==> config.mk <==
export PLATFORM = sky130hd
export DESIGN_NAME = pixel_frame_reader
export DESIGN_NICKNAME = d
export VERILOG_FILES = /design/src/rtl/frame_reader_pkg.sv /design/src/rtl/fr_regs.sv /design/src/rtl/fr_fetch.sv /design/src/rtl/fr_fifo.sv /design/src/rtl/fr_position.sv /design/src/rtl/pixel_frame_reader.sv
export SDC_FILE = /design/constraint.sdc
export NUM_CORES = 1
export LEC_CHECK = 0
export BUFFER_PORTS_ARGS = -buffer_cell sky130_fd_sc_hd__buf_2
export CAP_MARGIN = 10
export CORE_ASPECT_RATIO = 0.9
export CORE_MARGIN = 5
export CORE_UTILIZATION = 52
export DETAILED_ROUTE_END_ITERATION = 16
export PLACE_DENSITY = 0.77
export SLEW_MARGIN = 20
export SYNTH_ARGS = -nofsm -noshare
export SYNTH_HDL_FRONTEND = slang
export SYNTH_SLANG_ARGS = --single-unit
==> constraint.sdc <==
create_clock -name clk -period 2.35 [get_ports clk]
set_clock_uncertainty 0.05 [all_clocks]
set_input_delay 0.235 -clock clk [delete_from_list [all_inputs] [get_ports clk]]
set_output_delay 0.235 -clock clk [all_outputs]
set_load 0.005 [all_outputs]
==> src/rtl/frame_reader_pkg.sv <==
// Package: register offsets and status-word packing shared by the frame reader.
// Assumes a 32-bit register window and 16-bit pixels (2 bytes each).
package frame_reader_pkg;

    typedef enum logic [1:0] {
        SEL_FRONT  = 2'd0,
        SEL_BACK   = 2'd1,
        SEL_SIZE   = 2'd2,
        SEL_STATUS = 2'd3
    } reg_sel_e;

    localparam int unsigned BYTES_PER_PIXEL = 2;
    localparam logic        ADDR_MODE_XY    = 1'b0;

    // Pack the status word from coordinate widths and the pending flag.
    function automatic logic [31:0] make_status(input int unsigned xb,
                                                input int unsigned yb,
                                                input logic pending);
        return {8'(xb), 8'(yb), 8'h00, 4'(BYTES_PER_PIXEL), 2'b00,
                ADDR_MODE_XY, pending};
    endfunction

endpackage

==> src/rtl/fr_regs.sv <==
// Register window with the front/back base pair and the swap-pending flag.
// The exchange commits on the edge where the last pixel read of a frame is
// accepted (frame_fetched). A request arriving while one is already pending
// is absorbed. Assumes ADDR_W <= 32.
module fr_regs
    import frame_reader_pkg::*;
#(
    parameter int unsigned ADDR_W       = 32,
    parameter int unsigned H_RES        = 320,
    parameter int unsigned V_RES        = 240,
    parameter int unsigned X_BITS       = 9,
    parameter int unsigned Y_BITS       = 8,
    parameter logic [ADDR_W-1:0] DEFAULT_BASE = '0
) (
    input  logic              clk,
    input  logic              rst_n,
    input  logic [1:0]        reg_addr,
    input  logic              reg_wr,
    input  logic [31:0]       reg_wdata,
    output logic [31:0]       reg_rdata,
    input  logic              frame_fetched,
    output logic [ADDR_W-1:0] front_base,
    output logic              swap_pending
);

    localparam logic [31:0] SIZE_WORD = {16'(V_RES), 16'(H_RES)};

    logic [ADDR_W-1:0] back_base;
    logic              swap_wr;
    logic              back_wr;
    logic              commit;
    reg_sel_e          sel;

    assign sel     = reg_sel_e'(reg_addr);
    assign swap_wr = reg_wr && (sel == SEL_FRONT);
    assign back_wr = reg_wr && (sel == SEL_BACK);
    assign commit  = swap_pending && frame_fetched;

    // Base registers: software back writes, exchange at the frame edge.
    always_ff @(posedge clk) begin
        if (!rst_n) begin
            front_base <= DEFAULT_BASE;
            back_base  <= DEFAULT_BASE;
        end else if (commit) begin
            front_base <= back_base;
            back_base  <= front_base;
        end else if (back_wr) begin
            back_base  <= reg_wdata[ADDR_W-1:0];
        end
    end

    // Pending flag: set by a front write, cleared by the commit.
    always_ff @(posedge clk) begin
        if (!rst_n)       swap_pending <= 1'b0;
        else if (commit)  swap_pending <= 1'b0;
        else if (swap_wr) swap_pending <= 1'b1;
    end

    // Read mux, combinational on the register offset.
    always_comb begin
        unique case (sel)
            SEL_FRONT:  reg_rdata = 32'(front_base);
            SEL_BACK:   reg_rdata = 32'(back_base);
            SEL_SIZE:   reg_rdata = SIZE_WORD;
            SEL_STATUS: reg_rdata = make_status(X_BITS, Y_BITS, swap_pending);
            default:    reg_rdata = '0;
        endcase
    end

endmodule

==> src/rtl/fr_fetch.sv <==
// Read-address walker. It steps (x, y) in raster order and issues one read
// per pixel while credits remain. A credit is taken on each accepted read and
// returned when the consumer accepts a pixel, so responses always find room
// in the FIFO. Assumes H_RES <= 2**X_BITS and V_RES <= 2**Y_BITS.
module fr_fetch #(
    parameter int unsigned ADDR_W     = 32,
    parameter int unsigned H_RES      = 320,
    parameter int unsigned V_RES      = 240,
    parameter int unsigned X_BITS     = 9,
    parameter int unsigned Y_BITS     = 8,
    parameter int unsigned FIFO_DEPTH = 4
) (
    input  logic              clk,
    input  logic              rst_n,
    input  logic [ADDR_W-1:0] front_base,
    input  logic              mem_gnt,
    input  logic              px_taken,
    output logic              mem_req,
    output logic [ADDR_W-1:0] mem_addr,
    output logic              frame_fetched
);

    localparam int unsigned CRD_W = $clog2(FIFO_DEPTH + 1);
    localparam logic [X_BITS-1:0] X_LAST = X_BITS'(H_RES - 1);
    localparam logic [Y_BITS-1:0] Y_LAST = Y_BITS'(V_RES - 1);
    localparam logic [CRD_W-1:0]  CRD_MAX = CRD_W'(FIFO_DEPTH);

    logic [X_BITS-1:0] fx;
    logic [Y_BITS-1:0] fy;
    logic [CRD_W-1:0]  credits_used;
    logic              issue;
    logic              row_end;

    assign mem_req       = (credits_used < CRD_MAX);
    assign issue         = mem_req && mem_gnt;
    assign row_end       = (fx == X_LAST);
    assign frame_fetched = issue && row_end && (fy == Y_LAST);
    assign mem_addr      = front_base + ADDR_W'({fy, fx});

    // Raster position of the next read.
    always_ff @(posedge clk) begin
        if (!rst_n) begin
            fx <= '0;
            fy <= '0;
        end else if (issue) begin
            if (row_end) begin
                fx <= '0;
                fy <= (fy == Y_LAST) ? '0 : fy + 1'b1;
            end else begin
                fx <= fx + 1'b1;
            end
        end
    end

    // Credit count: reads accepted but not yet consumed downstream.
    always_ff @(posedge clk) begin
        if (!rst_n) credits_used <= '0;
        else        credits_used <= credits_used + CRD_W'(issue) - CRD_W'(px_taken);
    end

endmodule

==> src/rtl/fr_fifo.sv <==
// Synchronous FIFO for read responses. The depth need not be a power of two.
// The caller guarantees no push when full and no pop when empty.
module fr_fifo #(
    parameter int unsigned WIDTH = 16,
    parameter int unsigned DEPTH = 4
) (
    input  logic             clk,
    input  logic             rst_n,
    input  logic             push,
    input  logic [WIDTH-1:0] wdata,
    input  logic             pop,
    output logic [WIDTH-1:0] rdata,
    output logic             empty,
    output logic             full
);

    localparam int unsigned PTR_W = (DEPTH > 1) ? $clog2(DEPTH) : 1;
    localparam int unsigned CNT_W = $clog2(DEPTH + 1);
    localparam logic [PTR_W-1:0] PTR_LAST = PTR_W'(DEPTH - 1);

    logic [WIDTH-1:0] store [DEPTH];
    logic [PTR_W-1:0] wr_ptr;
    logic [PTR_W-1:0] rd_ptr;
    logic [CNT_W-1:0] count;

    assign empty = (count == '0);
    assign full  = (count == CNT_W'(DEPTH));
    assign rdata = store[rd_ptr];

    // Storage write, no reset needed on data.
    always_ff @(posedge clk) begin
        if (push) store[wr_ptr] <= wdata;
    end

    // Pointers and occupancy.
    always_ff @(posedge clk) begin
        if (!rst_n) begin
            wr_ptr <= '0;
            rd_ptr <= '0;
            count  <= '0;
        end else begin
            if (push) wr_ptr <= (wr_ptr == PTR_LAST) ? '0 : wr_ptr + 1'b1;
            if (pop)  rd_ptr <= (rd_ptr == PTR_LAST) ? '0 : rd_ptr + 1'b1;
            count <= count + CNT_W'(push) - CNT_W'(pop);
        end
    end

endmodule

==> src/rtl/fr_position.sv <==
// Output-side raster position. It advances on each accepted pixel and
// derives the frame markers. It stays aligned with the read walker because
// responses return in order, one per read.
module fr_position #(
    parameter int unsigned H_RES  = 320,
    parameter int unsigned V_RES  = 240,
    parameter int unsigned X_BITS = 9,
    parameter int unsigned Y_BITS = 8
) (
    input  logic clk,
    input  logic rst_n,
    input  logic advance,
    output logic at_first,
    output logic at_last
);

    localparam logic [X_BITS-1:0] X_LAST = X_BITS'(H_RES - 1);
    localparam logic [Y_BITS-1:0] Y_LAST = Y_BITS'(V_RES - 1);

    logic [X_BITS-1:0] ox;
    logic [Y_BITS-1:0] oy;

    assign at_first = (ox == '0) && (oy == '0);
    assign at_last  = (ox == X_LAST) && (oy == Y_LAST);

    // Position of the pixel currently at the stream head.
    always_ff @(posedge clk) begin
        if (!rst_n) begin
            ox <= '0;
            oy <= '0;
        end else if (advance) begin
            if (ox == X_LAST) begin
                ox <= '0;
                oy <= (oy == Y_LAST) ? '0 : oy + 1'b1;
            end else begin
                ox <= ox + 1'b1;
            end
        end
    end

endmodule

==> src/rtl/pixel_frame_reader.sv <==
// Top level: a double-buffered raster reader. It ties together the register
// window, the read walker, the response FIFO and the output position
// counter. Memory responses must return in request order.
module pixel_frame_reader #(
    parameter int unsigned ADDR_W     = 32,
    parameter int unsigned PIX_W      = 16,
    parameter int unsigned H_RES      = 320,
    parameter int unsigned V_RES      = 240,
    parameter int unsigned X_BITS     = 9,
    parameter int unsigned Y_BITS     = 8,
    parameter int unsigned FIFO_DEPTH = 4,
    parameter logic [ADDR_W-1:0] DEFAULT_BASE = ADDR_W'(32'h0800_0000)
) (
    input  logic              clk,
    input  logic              rst_n,
    input  logic [1:0]        reg_addr,
    input  logic              reg_wr,
    input  logic [31:0]       reg_wdata,
    output logic [31:0]       reg_rdata,
    output logic              mem_req,
    output logic [ADDR_W-1:0] mem_addr,
    input  logic              mem_gnt,
    input  logic              mem_rvalid,
    input  logic [PIX_W-1:0]  mem_rdata,
    output logic              px_valid,
    input  logic              px_ready,
    output logic [PIX_W-1:0]  px_data,
    output logic              px_sof,
    output logic              px_eof
);

    logic [ADDR_W-1:0] front_base;
    logic              swap_pending;
    logic              frame_fetched;
    logic              px_taken;
    logic              fifo_empty;
    logic              fifo_full;
    logic              at_first;
    logic              at_last;

    assign px_valid = !fifo_empty;
    assign px_taken = px_valid && px_ready;
    assign px_sof   = px_valid && at_first;
    assign px_eof   = px_valid && at_last;

    fr_regs #(
        .ADDR_W(ADDR_W), .H_RES(H_RES), .V_RES(V_RES),
        .X_BITS(X_BITS), .Y_BITS(Y_BITS), .DEFAULT_BASE(DEFAULT_BASE)
    ) u_regs (
        .clk(clk), .rst_n(rst_n),
        .reg_addr(reg_addr), .reg_wr(reg_wr), .reg_wdata(reg_wdata),
        .reg_rdata(reg_rdata), .frame_fetched(frame_fetched),
        .front_base(front_base), .swap_pending(swap_pending)
    );

    fr_fetch #(
        .ADDR_W(ADDR_W), .H_RES(H_RES), .V_RES(V_RES),
        .X_BITS(X_BITS), .Y_BITS(Y_BITS), .FIFO_DEPTH(FIFO_DEPTH)
    ) u_fetch (
        .clk(clk), .rst_n(rst_n), .front_base(front_base),
        .mem_gnt(mem_gnt), .px_taken(px_taken),
        .mem_req(mem_req), .mem_addr(mem_addr),
        .frame_fetched(frame_fetched)
    );

    fr_fifo #(
        .WIDTH(PIX_W), .DEPTH(FIFO_DEPTH)
    ) u_fifo (
        .clk(clk), .rst_n(rst_n),
        .push(mem_rvalid), .wdata(mem_rdata),
        .pop(px_taken), .rdata(px_data),
        .empty(fifo_empty), .full(fifo_full)
    );

    fr_position #(
        .H_RES(H_RES), .V_RES(V_RES), .X_BITS(X_BITS), .Y_BITS(Y_BITS)
    ) u_pos (
        .clk(clk), .rst_n(rst_n), .advance(px_taken),
        .at_first(at_first), .at_last(at_last)
    );

endmodule

==> metrics, run 1 <==
Data arrival, critical path 2.85 ns; Sequential Power Share 0.454; Initial Util 0.525; largest net degree at the start of global routing 44; Initial DRT Pass Iterations 5; Tightest Pin Transition roughly 0.68 ns; synthesized cell area 8810 µm²; violated checks negative setup slack; CTS buffer count 17; Yosys cell types 50; Bufs and invs on worst path 2; post-synthesis mux area share 0.0706; Switching Power 2.07 mW; initial antenna violation count 0; sequential-to-total area share from yosys stat 0.470; R2R cell count 10; Hold Crit Class primary input to flop; Max stage delay on crit path ~0.35 ns; switch share 0.281; worst hold margin 0.119 ns; Post-Layout Cell Count 1377; Synth area leaders dfxtp_1 (25%), edfxtp_1 (22%), nand2_1 (6.2%); Startpoint Class flop; share of the synthesized area in the top cell type 0.252; largest family of logic cells by synthesized area simple AND/OR/NAND/NOR gates; Pleak approximately 5.5 nW; via count slightly below 8k; final worst slack -0.786 ns; DP Wirelength 15500 µm; latest clock arrival within the worst-skew pair 0.43 ns; Synth Instances 893; Post-Synth XOR/XNOR Area 0.0566; Slew headroom 0.546; status finished, violations left; final setup vio count 95; cells along the critical path ha_4 -> fa_2 -> a21o_1 -> a221oi_2 -> o211a_1 -> o31a_1 -> buf_6 -> o21ai_2 -> xor2_1 -> buf_2; Critical Path Stages 10; flops & latches, synth 175; Internal about 5.3 mW; clock share of power 0.391; # diodes 0; maximum vdd ir drop around 0.53 mV; Inst Count DP around 1.3k; Design Power about 7.4 mW; Top FF cell, synth dfxtp_1; wire per inst 19.4 µm; TritonCTS clock tree done; Overflow after GRT 0; Post-synth EDFFs 64; syn_area_per_cell approximately 9.9 µm²; fillcell total 1129; Die Wd 147 µm; Routed WL 26700 µm; vias in the first global route 7421; WP data required 2.07 ns; Tmin final 3.14 ns; core area between 15000 and 20000 µm²; first-pass GRT wire length 37600 µm; CP Capture Type output port; Critical R2R Launch u_fetch.fx[0]; H-tree levels 4; I/O pin count 140; Simple-Gate Fraction of Synth Area 0.197; Max Root-Sink Buffers 2; final hold viol count 0; Final GP Congestion 0.928; Die H 134 µm; nets approximately 1.2k; DRT iter0 DRCs 781; max_cap viols 0; antenna viol nets, final 0; placed inst area 10300 µm²; clk root buf clkbuf_16; total track usage 0.235; via/cell ratio between 5 and 6; post-synthesis net count between 900 and 1k; clock-pin slew on the worst setup and hold paths 0.08 ns; die area 19700 µm²; Slew Limit Fails 0; adder-cell share of the synthesized area 0.0522; input/output buffers roughly 140; Layout area overhead 38.9%; DRC errors left 0; Worst setup endpoint mem_addr[16]; # rows 45; Yosys Warn Count 0; reg-to-reg slack, setup -0.33 ns; RR Endpoint u_regs.back_base[11]; Critical Path Start u_fetch.fx[0]; Synth Area in Compound Gates 0.115; Async SR Flop Fraction 0; unrepaired setup endpoints after global routing yes; Setup CP Type flop to output port; layout cell share with drive strength beyond 1 0.358; Setup TNS -31.20 ns; Worst path slowest cell a221oi_2; # clock sinks 175; Logic pwr share 0.156; cell taking the most area after synthesis dfxtp_1; Crit Path Max Fanout 2; Pwr Density 604 nW/µm²; CP top delay family compound AO/OA/AOI/OAI gates; crit share post-route 1.33; f_max 319 MHz; post-route cell area 12200 µm²
[cells in the final DEF (no fill, tap or decap), types with 7 or more instances in the layout]
master | netlist | layout
buf_6 | 6 | 15
mux2i_1 | 25 | 25
dlygate4sd3_1 | 0 | 16
o21ai_0 | 22 | 18
mux4_2 | 16 | 16
and3_1 | 15 | 13
ha_4 | 0 | 11
xor2_1 | 30 | 30
xnor2_1 | 27 | 20
nand3_2 | 0 | 8
nor2b_1 | 12 | 11
o211a_1 | 32 | 32
and2_1 | 16 | 14
a21boi_0 | 11 | 7
dfxtp_1 | 111 | 98
nor2_1 | 58 | 57
buf_2 | 2 | 139
nand4_1 | 7 | 7
inv_1 | 20 | 20
edfxtp_1 | 64 | 64
nand2_1 | 146 | 140
dfxtp_2 | 0 | 11
ha_1 | 32 | 20
a21boi_1 | 28 | 27
nand3_1 | 85 | 77
a21oi_1 | 26 | 12
a21oi_2 | 0 | 9
clkbuf_16 | 0 | 28
buf_4 | 3 | 101
[power by group through the flow]
stage	Clock, mW	Combinational [mW]	Sequential [mW]
6_report	2.89	1.15	3.36
5_1_grt	3.09	1.30	3.37
4_1_cts	2.93	1.12	3.35
3_5_place_dp	0	1.10	3.42
3_3_place_gp	0	1.07	3.41
2_1_floorplan	0	0.703	3.40
[repair_timing]
| item | 4_1_cts | 5_1_grt |
|---|---|---|
| hold endpoints to repair | 64 | 0 |
| setup buffers | 8 | 14 |
| setup endpoints to repair | 92 | 101 |
| hold buffers | 16 | 0 |
| gates cloned | 0 | 19 |
| gates resized for setup | 62 | 64 |
| pin swaps | 38 | 36 |
[kinds of logic (layout without fill, tap and decap cells)]
logic type                 count (synthesis)  in the layout
DFF                                      175            175
xor gates and xnor gates                  57             57
and+or+nand+nor                          369            371
muxes                                     42             42
buffers and inverters                     74            345
AOI/OAI and AO/OA                        141            141
adders and majority gates                 35             35
[metrics by stage]
stage               setup WS (ns)  utilization
floorplan               -0.000227            -
global placement           -0.233        0.616
detailed placement         -0.309        0.616
CTS                        -0.683        0.684
global route               -0.864        0.729
finish                     -0.786        0.729
[state kept, by name, indices dropped and copies added, names as in the netlist, named ones only]
signal and flops:
u_fetch.credits_used 3, u_fetch.fx 9, u_fetch.fy 8, u_fifo.count 3, u_fifo.rd_ptr 2, u_fifo.store 64
u_fifo.wr_ptr 2, u_pos.ox 9, u_pos.oy 8, u_regs.back_base 32, u_regs.front_base 32, u_regs.swap_pending 1
[how the worst min path moves through the flow]
stage / startpoint / to / cells after the start
after floorplan: mem_rdata[0] / u_fifo.store[0][0] / 0
after global placement: mem_rdata[0] / u_fifo.store[1][0] / 1
after detailed placement: mem_rdata[10] / u_fifo.store[1][10] / 1
after CTS: mem_rvalid / u_fifo.wr_ptr[0] / 3
after global routing: mem_rvalid / u_fifo.wr_ptr[0] / 3
final: mem_rvalid / u_fifo.wr_ptr[0] / 3
[per-layer routing]
metal | track usage | routed length [µm] | share of wire | up-vias
met2 | 0.379 | 12600 | 0.47 | 363
li1 | - | - | - | 3682
met4 | 0.0616 | 560 | 0.021 | 0
met5 | 0 | 0 | 0 | -
met1 | 0.327 | 11700 | 0.44 | 3854
met3 | 0.0476 | 1840 | 0.069 | 58
[worst reg2reg max path: cells and delay by family (launching register included)]
family / cells / cell delay [ns]
buffers and inverters: 3 / 0.55
AO/OA/AOI/OAI: 1 / 0.23
AND/OR/NAND/NOR: 5 / 1.26
adder cells (fa/ha/maj): 1 / 0.13
flip-flops: 1 / 0.36
[cells in the mapped netlist, drive strengths merged, types with 2 or more instances]
master    n
xor2     30
nand4     7
nor2b    12
nor3      8
inv      21
a311oi    2
or3       3
buf      13
edfxtp   64
dfxtp   111
a211oi    3
o21bai    3
mux4     16
a21o      3
and3     15
nor4      4
a21oi    26
and2     16
and4      3
o211a    32
xnor2    27
ha       32
o21a      2
nand3    85
nand2b    4
a21boi   39
mux2i    25
clkbuf   40
nand2   146
o21ai    26
nor3b     5
nor2     58
fa        3
[final cells by class]
class | count | area [µm²] | area share
multi-input cells | 646 | 4880 | 0.398
flip-flops and latches | 175 | 4170 | 0.340
repair buffers | 292 | 2240 | 0.183
clock buffers | 17 | 425 | 0.0348
well taps | 211 | 264 | 0.0216
clock inverters | 15 | 190 | 0.0155
inverters | 21 | 78.8 | 0.00644
Power figures use the tool's default switching activity.
==> run 2, diff against run 1 <==
Settings changed: CORE_UTILIZATION 52 to 55, PLACE_DENSITY 0.77 to 0.78.
Clock period 2.35 ns to 3.9 ns, I/O delays scaled along.
==> metrics, run 2 (same netlist as run 1, synthesis figures left out) <==
Max Root-Sink Buffers 2 (unchanged); Slew headroom 0.291 (-0.254); antenna viol nets, final 0 (unchanged); H-tree levels 4 (unchanged); Routed WL 20700 µm (-22%); I/O pin count 140 (unchanged); Design Power 4.35 mW (-41%); CP Capture Type output port; CP top delay family compound AO/OA/AOI/OAI gates; core area 15500 µm² (-7.3%); Largest register FFs 64 (unchanged); layout cell share with drive strength beyond 1 0.201 (-0.157); Reg with most FFs u_fifo.store; largest net degree at the start of global routing 63 (+43%); unrepaired setup endpoints after global routing no; Slew Limit Fails 0 (unchanged); initial antenna violation count 0 (unchanged); commonest non-fill, non-tap cells in the layout nand2_1 (145), buf_2 (139), dfxtp_1 (110); Post-CTS Setup Repair Bufs 0 (-8); latest clock arrival within the worst-skew pair 0.42 ns (about the same); Critical R2R Launch u_fetch.fx[1]; die area 18700 µm² (-5.1%); Top Registers u_fifo.store x64, u_regs.back_base x32, u_regs.front_base x32; DP Wirelength 14000 µm (-9.8%); final setup vio count 0 (-100%); Data arrival, critical path 3.00 ns (+0.15 ns); clock-pin slew on the worst setup and hold paths 0.07 ns (about the same); Startpoint Class flop; status complete, no violations; fillcell total 1288 (+14%); Tightest Pin Transition 1.06 ns (+0.383 ns); WP data required 3.46 ns (+1.39 ns); Tmin final around 3.4 ns; vias in the first global route 6447 (-13%); Initial DRT Pass Iterations 5 (unchanged); Critical Path Start u_regs.front_base[0]; Hold Crit Class primary input to flop; Die H 130 µm (-2.6%); worst hold margin 0.125 ns (+0.00597 ns); Multi-input gate area 4350 µm² (-11%); most common cell after layout, fill and taps aside nand2_1; CTS Hold Bufs 0 (-16); f_max 290 MHz; TritonCTS clock tree done; first-pass GRT wire length 33200 µm (-12%); # clock sinks 175 (unchanged); Overflow after GRT 0 (unchanged); Setup CP Type flop to output port; DRT iter0 DRCs 508 (-35%); Reg area 4150 µm² (-0.48%); cells along the critical path ha_1 -> fa_1 -> a21o_1 -> a221oi_2 -> o211a_1 -> o31a_1 -> o21ai_2 -> nand4_1 -> xnor2_1 -> buf_2; CTS buffer count 17 (unchanged); Setup TNS 0 ns (+31.20 ns); Worst path slowest cell fa_1; max_cap viols 0 (unchanged); maximum vdd ir drop 0.303 mV (-42%); Die Wd 143 µm (-2.6%); clk root buf clkbuf_16; crit share post-route 0.883; total track usage 0.224 (-0.0116); Initial Util 0.567 (+0.0416); DRC errors left 0 (unchanged); Pwr Density 426 nW/µm² (-29%); via count 6938 (-13%); input/output buffers 139 (unchanged); wire per inst 17.0 µm (-12%); Final GP Congestion 0.844 (-9.0%); Crit Path Max Fanout 7 (+5); HP Start mem_rdata[8]; via/cell ratio 5.68 (-1.7%); nets 1096 (-12%); Bufs and invs on worst path 1 (-1); Max stage delay on crit path 0.41 ns (+0.06 ns); final hold viol count 0 (unchanged); Layout area overhead 15.7%; Pleak 4.51 nW (-17%); # rows 43 (-4.4%)
-- run 2: cell types whose count changed in the layout (fill, tap and decap cells not counted), moves of 7 or more --
cell,change
a21oi_1,+14
dlygate4sd3_1,-16
nand3_2,-8
dfxtp_2,-10
nand3_1,+8
buf_6,-15
xnor2_1,+7
a21oi_2,-9
buf_4,-95
dfxtp_1,+12
ha_4,-11
clkbuf_16,-11
ha_1,+12
-- run 2: timing repair --
action | CTS | global route
gates resized for setup | 0 | 3
endpoints found under the setup margin | 0 | 12
endpoints found under the hold margin | 0 | 0
-- run 2: where the power goes --
group          internal, mW  switching, mW  leakage [nW]
Clock                 0.924          0.794         0.294
Combinational         0.291          0.279          2.72
Sequential             1.98         0.0838          1.49
Total                  3.19           1.16          4.51
-- run 2: worst paths after layout --
check                              end  slack (ns)  cells after the start
setup / recovery          mem_addr[26]        0.46                     10
hold / removal      u_fifo.store[3][8]        0.12                      1
hold reg to reg   u_regs.front_base[7]        0.42                      2
setup reg to reg  u_regs.back_base[15]        0.71                      8
-- run 2: per-layer routing --
metal,share of wire,global-route usage
met1,0.48,0.336
met2,0.44,0.337
met3,0.066,0.0388
met4,0.013,0.0598
met5,0,0
-- run 2: cell type report --
type / count / area share
tap: 202 / 0.0248
multi-input combinational: 644 / 0.427
antenna: 1 / 0.000245
clock inverter: 15 / 0.0178
timing repair buffer: 146 / 0.0746
sequential: 175 / 0.406
inverter: 21 / 0.00773
clock buffer: 17 / 0.0417
-- run 2: stage by stage --
| stage | utilization | worst slack [ns] | instances | instance area [µm²] |
|---|---|---|---|---|
| after floorplan | - | 1.12 | 893 | 8810 |
| after global placement | 0.616 | 0.674 | 1188 | 9570 |
| after detailed placement | 0.616 | 0.613 | 1188 | 9570 |
| after CTS | 0.655 | 0.149 | 1220 | 10200 |
| after global routing | 0.656 | 0.205 | 1220 | 10200 |
| final | 0.656 | 0.457 | 1221 | 10200 |
==> run 3, diff against run 2 <==
Settings changed: SYNTH_HIERARCHICAL set to 1.
==> metrics, run 3 <==
status complete, no violations; worst hold margin 0.125 ns (+0.000204 ns); Initial DRT Pass Iterations 5 (unchanged); total track usage 0.213 (-0.0106); vias in the first global route 6679 (+3.6%); H-tree levels 4 (unchanged); via/cell ratio 5.66 (-0.48%); commonest non-fill, non-tap cells in the layout nand2_1 (179), buf_2 (139), dfxtp_1 (110); cells along the critical path ha_1 -> fa_1 -> a21o_1 -> a221oi_2 -> o2bb2ai_2 -> a211oi_2 -> and3b_1 -> xor2_1 -> buf_2; Layout area overhead 14.4%; Die H 131 µm (+1.1%); final hold viol count 0 (unchanged); # rows 44 (+2.3%); clock-pin slew on the worst setup and hold paths 0.07 ns (about the same); DRC errors left 0 (unchanged); placed inst area 9730 µm² (+1.6%); Slew headroom 0.340 (+0.0486); Top Registers u_fifo/store x64, u_regs/back_base x32, u_regs/front_base x32; WP data required 3.46 ns (about the same); Startpoint Class flop; TritonCTS clock tree done; Yosys Warn Count 6 (+6); wire per inst 16.3 µm (-3.6%); # diodes 0 (-1); Pwr Density 416 nW/µm² (-2.3%); input/output buffers 139 (unchanged); Overflow after GRT 0 (unchanged); Routed WL 20700 µm (-0.23%); clock share of power 0.392 (-0.003); Synth Instances 928 (+3.9%); Die Wd 145 µm (+1.1%); Design Power 4.29 mW (-1.2%); Post-Place Worst Slack 0.959 ns (+0.346 ns); CP Capture Type output port; initial antenna violation count 0 (unchanged); Switching Power 1.11 mW (-4.3%); post-route cell area 10300 µm² (+1.2%); Max Root-Sink Buffers 2 (unchanged); nets 1135 (+3.6%); Worst path slowest cell fa_1; Reg with most FFs u_fifo/store; DRT iter0 DRCs 621 (+22%); largest net degree at the start of global routing 97 (+54%); Pleak 4.16 nW (-7.7%); # clock sinks 175 (unchanged); Logic pwr share 0.129 (-0.002); CTS buffer count 17 (unchanged); latest clock arrival within the worst-skew pair 0.43 ns (about the same); CTS Hold Bufs 0 (unchanged); post-synthesis net count 1019 (+3.6%); unrepaired setup endpoints after global routing no; Final GP Congestion 0.874 (+3.5%); final setup vio count 0 (unchanged); core area 16100 µm² (+3.7%); Slew Limit Fails 0 (unchanged); Hold Crit Class primary input to flop; Tightest Pin Transition 0.990 ns (-0.0730 ns); Crit Path Max Fanout 5 (-2); f_max 291 MHz (+0.22%); via count 7148 (+3.0%); most common cell after layout, fill and taps aside nand2_1; final worst slack 0.465 ns (+0.00752 ns); crit share post-route 0.881 (-0.00193); clk root buf clkbuf_16; Data arrival, critical path 2.99 ns (about the same); Largest register FFs 64 (unchanged); DP Wirelength 14100 µm (+1.3%); synthesized cell area 9020 µm² (+2.3%); syn_area_per_cell 9.72 µm² (-1.6%); Setup CP Type flop to output port; max_cap viols 0 (unchanged); die area 19100 µm² (+2.1%); first-pass GRT wire length 33700 µm (+1.5%); Max stage delay on crit path 0.40 ns (about the same); switch share 0.258 (-0.00824); Sequential Power Share 0.480 (+0.006); Internal 3.19 mW (-0.11%); Post-CTS Setup Repair Bufs 0 (unchanged); Tmin final 3.43 ns (-0.00752 ns); Setup TNS 0 ns (unchanged); CTS resizes 0 (unchanged); Initial Util 0.559 (-0.00788); layout cell share with drive strength beyond 1 0.196 (-0.00554); I/O pin count 140 (unchanged); antenna viol nets, final 0 (unchanged); maximum vdd ir drop 0.317 mV (+4.6%)
[run 3: path summary, 6_finish.rpt]
path,startpoint,endpoint,slack [ns],cells past startpoint
hold reg to reg,u_regs/back_base[26],u_regs/front_base[26],0.42,2
setup reg to reg,u_fetch/fx[1],u_regs/back_base[27],0.97,8
hold / removal,mem_rdata[15],u_fifo/store[2][15],0.13,1
setup / recovery,u_fetch/fx[0],mem_addr[30],0.47,9
[run 3: through the flow]
step / utilization / std cells
detailed placement: 0.603 / 1232
global route: 0.640 / 1264
CTS: 0.640 / 1264
global placement: 0.603 / 1232
floorplan: - / 928
finish: 0.640 / 1264
[run 3: critical path: cells and delay by family (launching register included)]
| kind | cells | cell delay, ns |
|---|---|---|
| compound gates | 4 | 1.11 |
| xor+xnor | 1 | 0.13 |
| fa+ha+maj | 2 | 0.62 |
| buf+inv | 1 | 0.13 |
| flops | 1 | 0.35 |
| simple gates | 1 | 0.23 |
[run 3: layout make-up]
type,instances,area (µm²)
inverters,24,90.1
flip-flops and latches,175,4150
clock buffers,17,425
multi-input cells,680,4490
repair buffers,146,748
clock inverters,15,164
well taps,207,259
fillers,1313,5810
[run 3: per-layer routing]
metal	track usage	wire [µm]	up-vias
met3	0.0520	1290	16
met1	0.295	9200	3392
li1	-	-	3516
met4	0.0476	170	0
met5	0	0	-
met2	0.341	9990	224
[run 3: power groups by stage]
stage                     registers [mW]  clock network, mW  logic (mW)
after floorplan                     2.05                  0       0.423
after global placement              2.10                  0       0.539
after detailed placement            2.10                  0       0.562
after CTS                           2.06               1.72       0.563
after global routing                2.07               1.80       0.623
final                               2.06               1.68       0.552
